[src/rtl/pgd_pkg.sv]
package pgd_pkg;
    typedef enum logic [2:0] {
        ST_IDLE,
        ST_PRECH,
        ST_ROWOPEN,
        ST_COLSTB,
        ST_COLGAP
    } pgd_state_e;
endpackage

[src/rtl/pgd_timer.sv]
module pgd_timer #(
    parameter int TW = 3
) (
    input  logic          clk,
    input  logic          rst_n,
    input  logic          load,
    input  logic [TW-1:0] load_val,
    output logic          done
);
    logic [TW-1:0] cnt;

    always_ff @(posedge clk) begin
        if (!rst_n)          cnt <= '0;
        else if (load)       cnt <= load_val;
        else if (cnt != '0)  cnt <= cnt - 1'b1;
    end

    assign done = (cnt == '0);

    // an interval counts down one per cycle until it expires
    p_count_down_r4: assert property (@(posedge clk) disable iff (!rst_n)
        (!load && cnt != '0) |=> (cnt == $past(cnt) - 1'b1));
endmodule

[src/rtl/pgd_cmdbuf.sv]
module pgd_cmdbuf #(
    parameter int W = 14
) (
    input  logic         clk,
    input  logic         rst_n,
    input  logic         push,
    input  logic [W-1:0] push_data,
    input  logic         pop,
    output logic         full,
    output logic [W-1:0] data
);
    always_ff @(posedge clk) begin
        if (!rst_n) begin
            full <= 1'b0;
            data <= '0;
        end else if (push) begin
            full <= 1'b1;
            data <= push_data;
        end else if (pop) begin
            full <= 1'b0;
        end
    end

    // a held entry is neither lost nor altered until taken
    p_entry_held_r9: assert property (@(posedge clk) disable iff (!rst_n)
        (full && !pop) |=> (full && $stable(data)));
endmodule

[src/rtl/pgd_rowtrack.sv]
module pgd_rowtrack #(
    parameter int ROW_W = 8
) (
    input  logic             clk,
    input  logic             rst_n,
    input  logic             open_req,
    input  logic             close_req,
    input  logic [ROW_W-1:0] set_row,
    input  logic [ROW_W-1:0] cmp_row,
    output logic             row_valid,
    output logic             hit
);
    logic [ROW_W-1:0] open_row;

    always_ff @(posedge clk) begin
        if (!rst_n) begin
            row_valid <= 1'b0;
            open_row  <= '0;
        end else if (open_req) begin
            row_valid <= 1'b1;
            open_row  <= set_row;
        end else if (close_req) begin
            row_valid <= 1'b0;
        end
    end

    assign hit = row_valid && (open_row == cmp_row);

    // an open row stays open and unchanged unless closed or reopened
    p_row_held_r7: assert property (@(posedge clk) disable iff (!rst_n)
        (row_valid && !open_req && !close_req) |=> (row_valid && $stable(open_row)));
endmodule

[src/rtl/pgdram_ctrl.sv]
module pgdram_ctrl
    import pgd_pkg::*;
#(
    parameter int ROW_W = 8,
    parameter int COL_W = 8,
    parameter int DQ_W  = 16,
    parameter int T_RCD = 2,
    parameter int T_CAS = 2,
    parameter int T_CP  = 1,
    parameter int T_RP  = 2,
    localparam int BLK_W = COL_W - 2,
    localparam int REQ_W = ROW_W + BLK_W,
    localparam int AW    = (ROW_W > COL_W) ? ROW_W : COL_W
) (
    input  logic             clk,
    input  logic             rst_n,
    input  logic             req_valid,
    output logic             req_ready,
    input  logic [REQ_W-1:0] req_addr,
    output logic             dram_ras_n,
    output logic             dram_cas_n,
    output logic [AW-1:0]    dram_addr_t,
    output logic [AW-1:0]    dram_addr_c,
    input  logic [DQ_W-1:0]  dram_dq,
    output logic             rd_valid,
    output logic [DQ_W-1:0]  rd_data,
    output logic [1:0]       rd_beat,
    output logic             rd_last,
    output logic             rd_hit
);
    localparam int TMAX1 = (T_RCD > T_CAS) ? T_RCD : T_CAS;
    localparam int TMAX2 = (T_CP > T_RP) ? T_CP : T_RP;
    localparam int TMAX  = (TMAX1 > TMAX2) ? TMAX1 : TMAX2;
    localparam int TW    = (TMAX < 2) ? 1 : $clog2(TMAX);

    pgd_state_e       state_q, state_d;
    logic             buf_full, take, push;
    logic [REQ_W-1:0] buf_addr;
    logic [ROW_W-1:0] buf_row, cur_row, set_row;
    logic [BLK_W-1:0] buf_blk, cur_blk;
    logic [1:0]       beat_q;
    logic             cur_hit;
    logic             open_row, close_row, row_valid, hit;
    logic             tmr_load, tmr_done;
    logic [TW-1:0]    tmr_val;

    assign req_ready = !buf_full;
    assign push      = req_valid && req_ready;
    assign buf_row   = buf_addr[REQ_W-1:BLK_W];
    assign buf_blk   = buf_addr[BLK_W-1:0];
    assign set_row   = (state_q == ST_IDLE) ? buf_row : cur_row;

    pgd_cmdbuf #(.W(REQ_W)) u_cmdbuf (
        .clk(clk), .rst_n(rst_n), .push(push), .push_data(req_addr),
        .pop(take), .full(buf_full), .data(buf_addr)
    );

    pgd_rowtrack #(.ROW_W(ROW_W)) u_rowtrack (
        .clk(clk), .rst_n(rst_n), .open_req(open_row), .close_req(close_row),
        .set_row(set_row), .cmp_row(buf_row), .row_valid(row_valid), .hit(hit)
    );

    pgd_timer #(.TW(TW)) u_timer (
        .clk(clk), .rst_n(rst_n), .load(tmr_load), .load_val(tmr_val), .done(tmr_done)
    );

    // State register
    always_ff @(posedge clk) begin
        if (!rst_n) state_q <= ST_IDLE;
        else        state_q <= state_d;
    end

    // Transitions
    always_comb begin
        state_d   = state_q;
        take      = 1'b0;
        open_row  = 1'b0;
        close_row = 1'b0;
        tmr_load  = 1'b0;
        tmr_val   = '0;
        unique case (state_q)
            ST_IDLE: begin
                if (buf_full) begin
                    take     = 1'b1;
                    tmr_load = 1'b1;
                    if (!row_valid) begin
                        state_d  = ST_ROWOPEN;
                        open_row = 1'b1;
                        tmr_val  = TW'(T_RCD - 1);
                    end else if (hit) begin
                        state_d = ST_COLSTB;
                        tmr_val = TW'(T_CAS - 1);
                    end else begin
                        state_d   = ST_PRECH;
                        close_row = 1'b1;
                        tmr_val   = TW'(T_RP - 1);
                    end
                end
            end
            ST_PRECH: begin
                if (tmr_done) begin
                    state_d  = ST_ROWOPEN;
                    open_row = 1'b1;
                    tmr_load = 1'b1;
                    tmr_val  = TW'(T_RCD - 1);
                end
            end
            ST_ROWOPEN: begin
                if (tmr_done) begin
                    state_d  = ST_COLSTB;
                    tmr_load = 1'b1;
                    tmr_val  = TW'(T_CAS - 1);
                end
            end
            ST_COLSTB: begin
                if (tmr_done) begin
                    state_d  = ST_COLGAP;
                    tmr_load = 1'b1;
                    tmr_val  = TW'(T_CP - 1);
                end
            end
            ST_COLGAP: begin
                if (tmr_done) begin
                    if (beat_q == 2'd3) begin
                        state_d = ST_IDLE;
                    end else begin
                        state_d  = ST_COLSTB;
                        tmr_load = 1'b1;
                        tmr_val  = TW'(T_CAS - 1);
                    end
                end
            end
            default: state_d = ST_IDLE;
        endcase
    end

    // Request context, beat counter and data capture
    always_ff @(posedge clk) begin
        if (!rst_n) begin
            cur_row  <= '0;
            cur_blk  <= '0;
            cur_hit  <= 1'b0;
            beat_q   <= '0;
            rd_valid <= 1'b0;
            rd_data  <= '0;
            rd_beat  <= '0;
            rd_last  <= 1'b0;
            rd_hit   <= 1'b0;
        end else begin
            if (take) begin
                cur_row <= buf_row;
                cur_blk <= buf_blk;
                cur_hit <= hit;
                beat_q  <= '0;
            end else if (state_q == ST_COLGAP && tmr_done && beat_q != 2'd3) begin
                beat_q <= beat_q + 2'd1;
            end
            rd_valid <= (state_q == ST_COLSTB) && tmr_done;
            if ((state_q == ST_COLSTB) && tmr_done) begin
                rd_data <= dram_dq;
                rd_beat <= beat_q;
                rd_last <= (beat_q == 2'd3);
                rd_hit  <= cur_hit;
            end
        end
    end

    // Outputs
    always_comb begin
        dram_ras_n = !row_valid;
        dram_cas_n = (state_q != ST_COLSTB);
        unique case (state_q)
            ST_ROWOPEN:           dram_addr_t = AW'(cur_row);
            ST_COLSTB, ST_COLGAP: dram_addr_t = AW'({cur_blk, beat_q});
            default:              dram_addr_t = '0;
        endcase
        dram_addr_c = ~dram_addr_t;
    end

    // a column pulse only happens inside an open row
    p_cas_in_row_r2: assert property (@(posedge clk) disable iff (!rst_n)
        !dram_cas_n |-> !dram_ras_n);

    // a hit goes straight to a column pulse with the row strobe untouched
    p_hit_skips_ras_r5: assert property (@(posedge clk) disable iff (!rst_n)
        (state_q == ST_IDLE && buf_full && row_valid && hit) |=> (!dram_ras_n && !dram_cas_n));

    // the row strobe only rises when a precharge starts
    p_rise_is_precharge_r6: assert property (@(posedge clk) disable iff (!rst_n)
        $rose(dram_ras_n) |-> (state_q == ST_PRECH));

    // every beat comes from a cycle with the column strobe low
    p_data_from_cas_r10: assert property (@(posedge clk) disable iff (!rst_n)
        rd_valid |-> $past(!dram_cas_n));
endmodule

[config.mk]
export PLATFORM = sky130hd
export DESIGN_NAME = pgdram_ctrl
export DESIGN_NICKNAME = d
export VERILOG_FILES = /design/src/rtl/pgd_pkg.sv /design/src/rtl/pgd_timer.sv /design/src/rtl/pgd_cmdbuf.sv /design/src/rtl/pgd_rowtrack.sv /design/src/rtl/pgdram_ctrl.sv
export SDC_FILE = /design/constraint.sdc
export NUM_CORES = 1
export LEC_CHECK = 0
export ABC_AREA = 1
export BUFFER_PORTS_ARGS = -buffer_cell sky130_fd_sc_hd__buf_2
export CORE_MARGIN = 4
export CORE_UTILIZATION = 52
export DETAILED_ROUTE_END_ITERATION = 10
export MAX_ROUTING_LAYER = met4
export PLACE_DENSITY = 0.88
export SLEW_MARGIN = 20
export SYNTH_ARGS = -nofsm -noshare
export SYNTH_HDL_FRONTEND = slang
export SYNTH_SLANG_ARGS = --single-unit
[constraint.sdc]
create_clock -name clk -period 1.45 [get_ports clk]
set_input_delay 0.0725 -clock clk [delete_from_list [all_inputs] [get_ports clk]]
set_output_delay 0.0725 -clock clk [all_outputs]
set_load 0.02 [all_outputs]
==> impl_metrics.ini <==
[timing]
period_share_pct = 116.9
tightest_slew_ns = 0.4638
finalSetupViolCount = 19
fmax_mhz = 589.9
drv_slew = 0
setup_ws_ns = -0.2452
fin_tns_setup_ns = -2.769
slew_headroom_pct = 69.04
finalHoldViolations = 0
fin_skew_ns = 0.01193
rsz0062_at_grt = yes
min_period_ns = 1.695

[routing]
postRouteAntennaNets = 0
wl_um = 9107
firstDrtPassIters = 5
drt-wirelength-per-cell_um = 16.59
vias = 3002
drc = 0
drt_iter0_markers = 275
avgViaCountPerCell = 5.468

[hold_path]
hold_start = req_addr[6]
hp-class = in -> reg
hold-path-endpoint = u_cmdbuf.data[6]
holdPathStages = 3

[power_and_ir_drop]
seqPwrFrac_pct = 37.2
ir_drop_v = 0.0008955
p_sw_mw = 2.414
p_int_mw = 4.029
pwr-share-clk_pct = 26.0
p_per_area_mw_per_mm2 = 1613
leakagePower_nw = 1.757
netSwitchingFraction_pct = 37.47
comb_power_share_pct = 36.8

[yosys]
synth_fp_nets = 396
yosysUniqueCellTypes = 30
synth-seq-area-share_pct = 48.02
syn_area_per_cell_um2 = 7.601
syn_inst = 362
ys_warn_count = 0
ys_ff_latch = 66
syn-cell-area_mm2 = 0.002751

[critical_path]
critPathBufInv = 2
critPathKind = reg -> out
cp_common_cell = nor2_4
crit_fanout = 8
reg2reg_to = u_rowtrack.open_row[3]
worst_path_dominant_cell_family = simple AND/OR/NAND/NOR gates
r2r_start = state_q[1]
path_cells = or2_4 > nor2_4 > nor2_4 > o22ai_2 > inv_1 > buf_2
cpPeakStageDelay_ns = 0.36
slowest_stage = dfxtp_4
arrival_ns = 1.62
rrSetupSlack_ns = -0.12
required_ns = 1.38
end_kind = output port
ff2ff_path_depth = 9
setup.worst_path.start_class = flop

[cts]
cts-root-buf = clkbuf_8
cts_sinks = 66
htree_levels = 3
cts.clk_slew.worst_paths_ns = 0.07
cts_tree = built
clockBufferDepth = 2
cts_made_buffers = 9
clk_latency_ns = 0.35

[die]
row_count = 26
core_area_mm2 = 0.005107
initial_core_util_pct = 53.87
die_area_mm2 = 0.006519
die_h_um = 80.74
die_x_um = 80.74
ioPinCount = 73

[finish]
syn2layout_area_growth_pct = 45.16
final_common_cell = dfxtp_1
layout_common_cells = 63 x dfxtp_1, 62 x buf_2, 58 x nor2_1
final_core_util_pct = 78.20
final_area_mm2 = 0.003994
drive_gt1_share_pct = 33.61
fin_nets = 508
diodes = 0

[global_route]
first_global_vias = 2792
grt_first_pass_wirelength_um = 12970
grt_start_max_net_pins = 41
grt_usage_pct = 26.54
grt.overflow.total = 0
antenna_found_initial = 0

[status]
outcome = complete, but fails checks
failed_checks = negative setup slack

[place]
port_buffers = 72
dp_hpwl_um = 4705
place_area_mm2 = 0.003193
place.gp.congestion = 0.9360

[job]
max_cap_viol_count = 0
-- worst max-delay path by stage --
stage / startpoint / end / depth (start not counted)
2_1_floorplan: state_q[1] / dram_addr_c[0] / 5
3_3_place_gp: state_q[1] / dram_addr_t[2] / 5
3_5_place_dp: state_q[1] / u_rowtrack.open_row[5] / 7
4_1_cts: state_q[0] / dram_addr_t[1] / 7
5_1_grt: state_q[1] / dram_addr_t[1] / 7
6_report: state_q[0] / dram_addr_c[3] / 6
-- sequential cells by signal, indices dropped and copies added (netlist names) --
register and count:
rd_hit 1, u_timer.cnt 1, rd_data 16, u_cmdbuf.full 1, beat_q 2, cur_blk 6
rd_last 1, cur_row 8, u_rowtrack.row_valid 1, rd_beat 2, u_cmdbuf.data 14, rd_valid 1
cur_hit 1, u_rowtrack.open_row 8, state_q 3
-- tightest hold or removal path: stages --
cell	delay, ns
buf_2	0.07
o21ai_0	0.07
a21oi_1	0.11
-- routing by layer --
metal  routed length [µm]  track usage, %
met1                 3466           29.97
met2                 4640           44.29
met3                  620           8.315
met4                  380           9.797
met5                    0               -
-- synth_stat cells (all sizes together) --
cell type	number	area [µm²]
dfxtp	66	1321
nor2	66	304.0
nand2	55	224.0
o21ai	54	270.3
inv	50	187.7
a21oi	26	137.6
o22ai	15	93.84
buf	8	65.05
clkbuf	5	18.77
nand3	4	25.02
a31oi	3	18.77
xnor2	3	26.28
or2	2	12.51
a22oi	1	7.510
and3	1	6.260
clkinv	1	3.750
ha	1	12.51
o32ai	1	16.27
-- area by class of cell --
type / count / area, µm²
Sequential cell: 66 / 1333
Multi-Input combinational cell: 233 / 1323
Fill cell: 326 / 1114
Timing Repair Buffer: 113 / 829.5
Inverter: 51 / 211.5
Clock buffer: 11 / 131.4
Tap cell: 70 / 87.58
Clock inverter: 5 / 78.83
-- cell families after synthesis --
kind of cell               share of synthesized area, %
AOI/OAI and AO/OA                                 19.78
xor gates and xnor gates                         0.9552
adders and majority gates                        0.4547
buffers and inverters                             10.00
DFF                                               48.02
and+or+nand+nor                                   20.78
-- metrics by stage --
stage	worst slack [ns]	hold WS (ns)	power (mW)	instances
global route	-0.2960	0.06781	6.750	549
floorplan	-0.03277	0.2074	3.589	362
finish	-0.2452	0.02698	6.443	549
CTS	-0.1791	0.004880	5.810	545
detailed placement	0.05641	0.3008	3.961	499
global placement	0.1183	0.2931	3.888	499
-- power groups by stage --
stage               Combinational (mW)  Clock, mW  Sequential, mW
finish                            2.37       1.68            2.40
global route                      2.56       1.77            2.42
CTS                               1.79       1.68            2.34
detailed placement                1.59          0            2.37
floorplan                         1.19          0            2.40
global placement                  1.53          0            2.36
-- timing repair --
action | CTS | global route
endpoints found under the setup margin | 16 | 45
resized for setup | 36 | 50
setup buffers | 4 | 4
pin swaps | 5 | 5
hold endpoints to repair | 25 | 0
hold buffers | 25 | 0
gates cloned | 1 | 0
(Power assumes the default switching activity.)
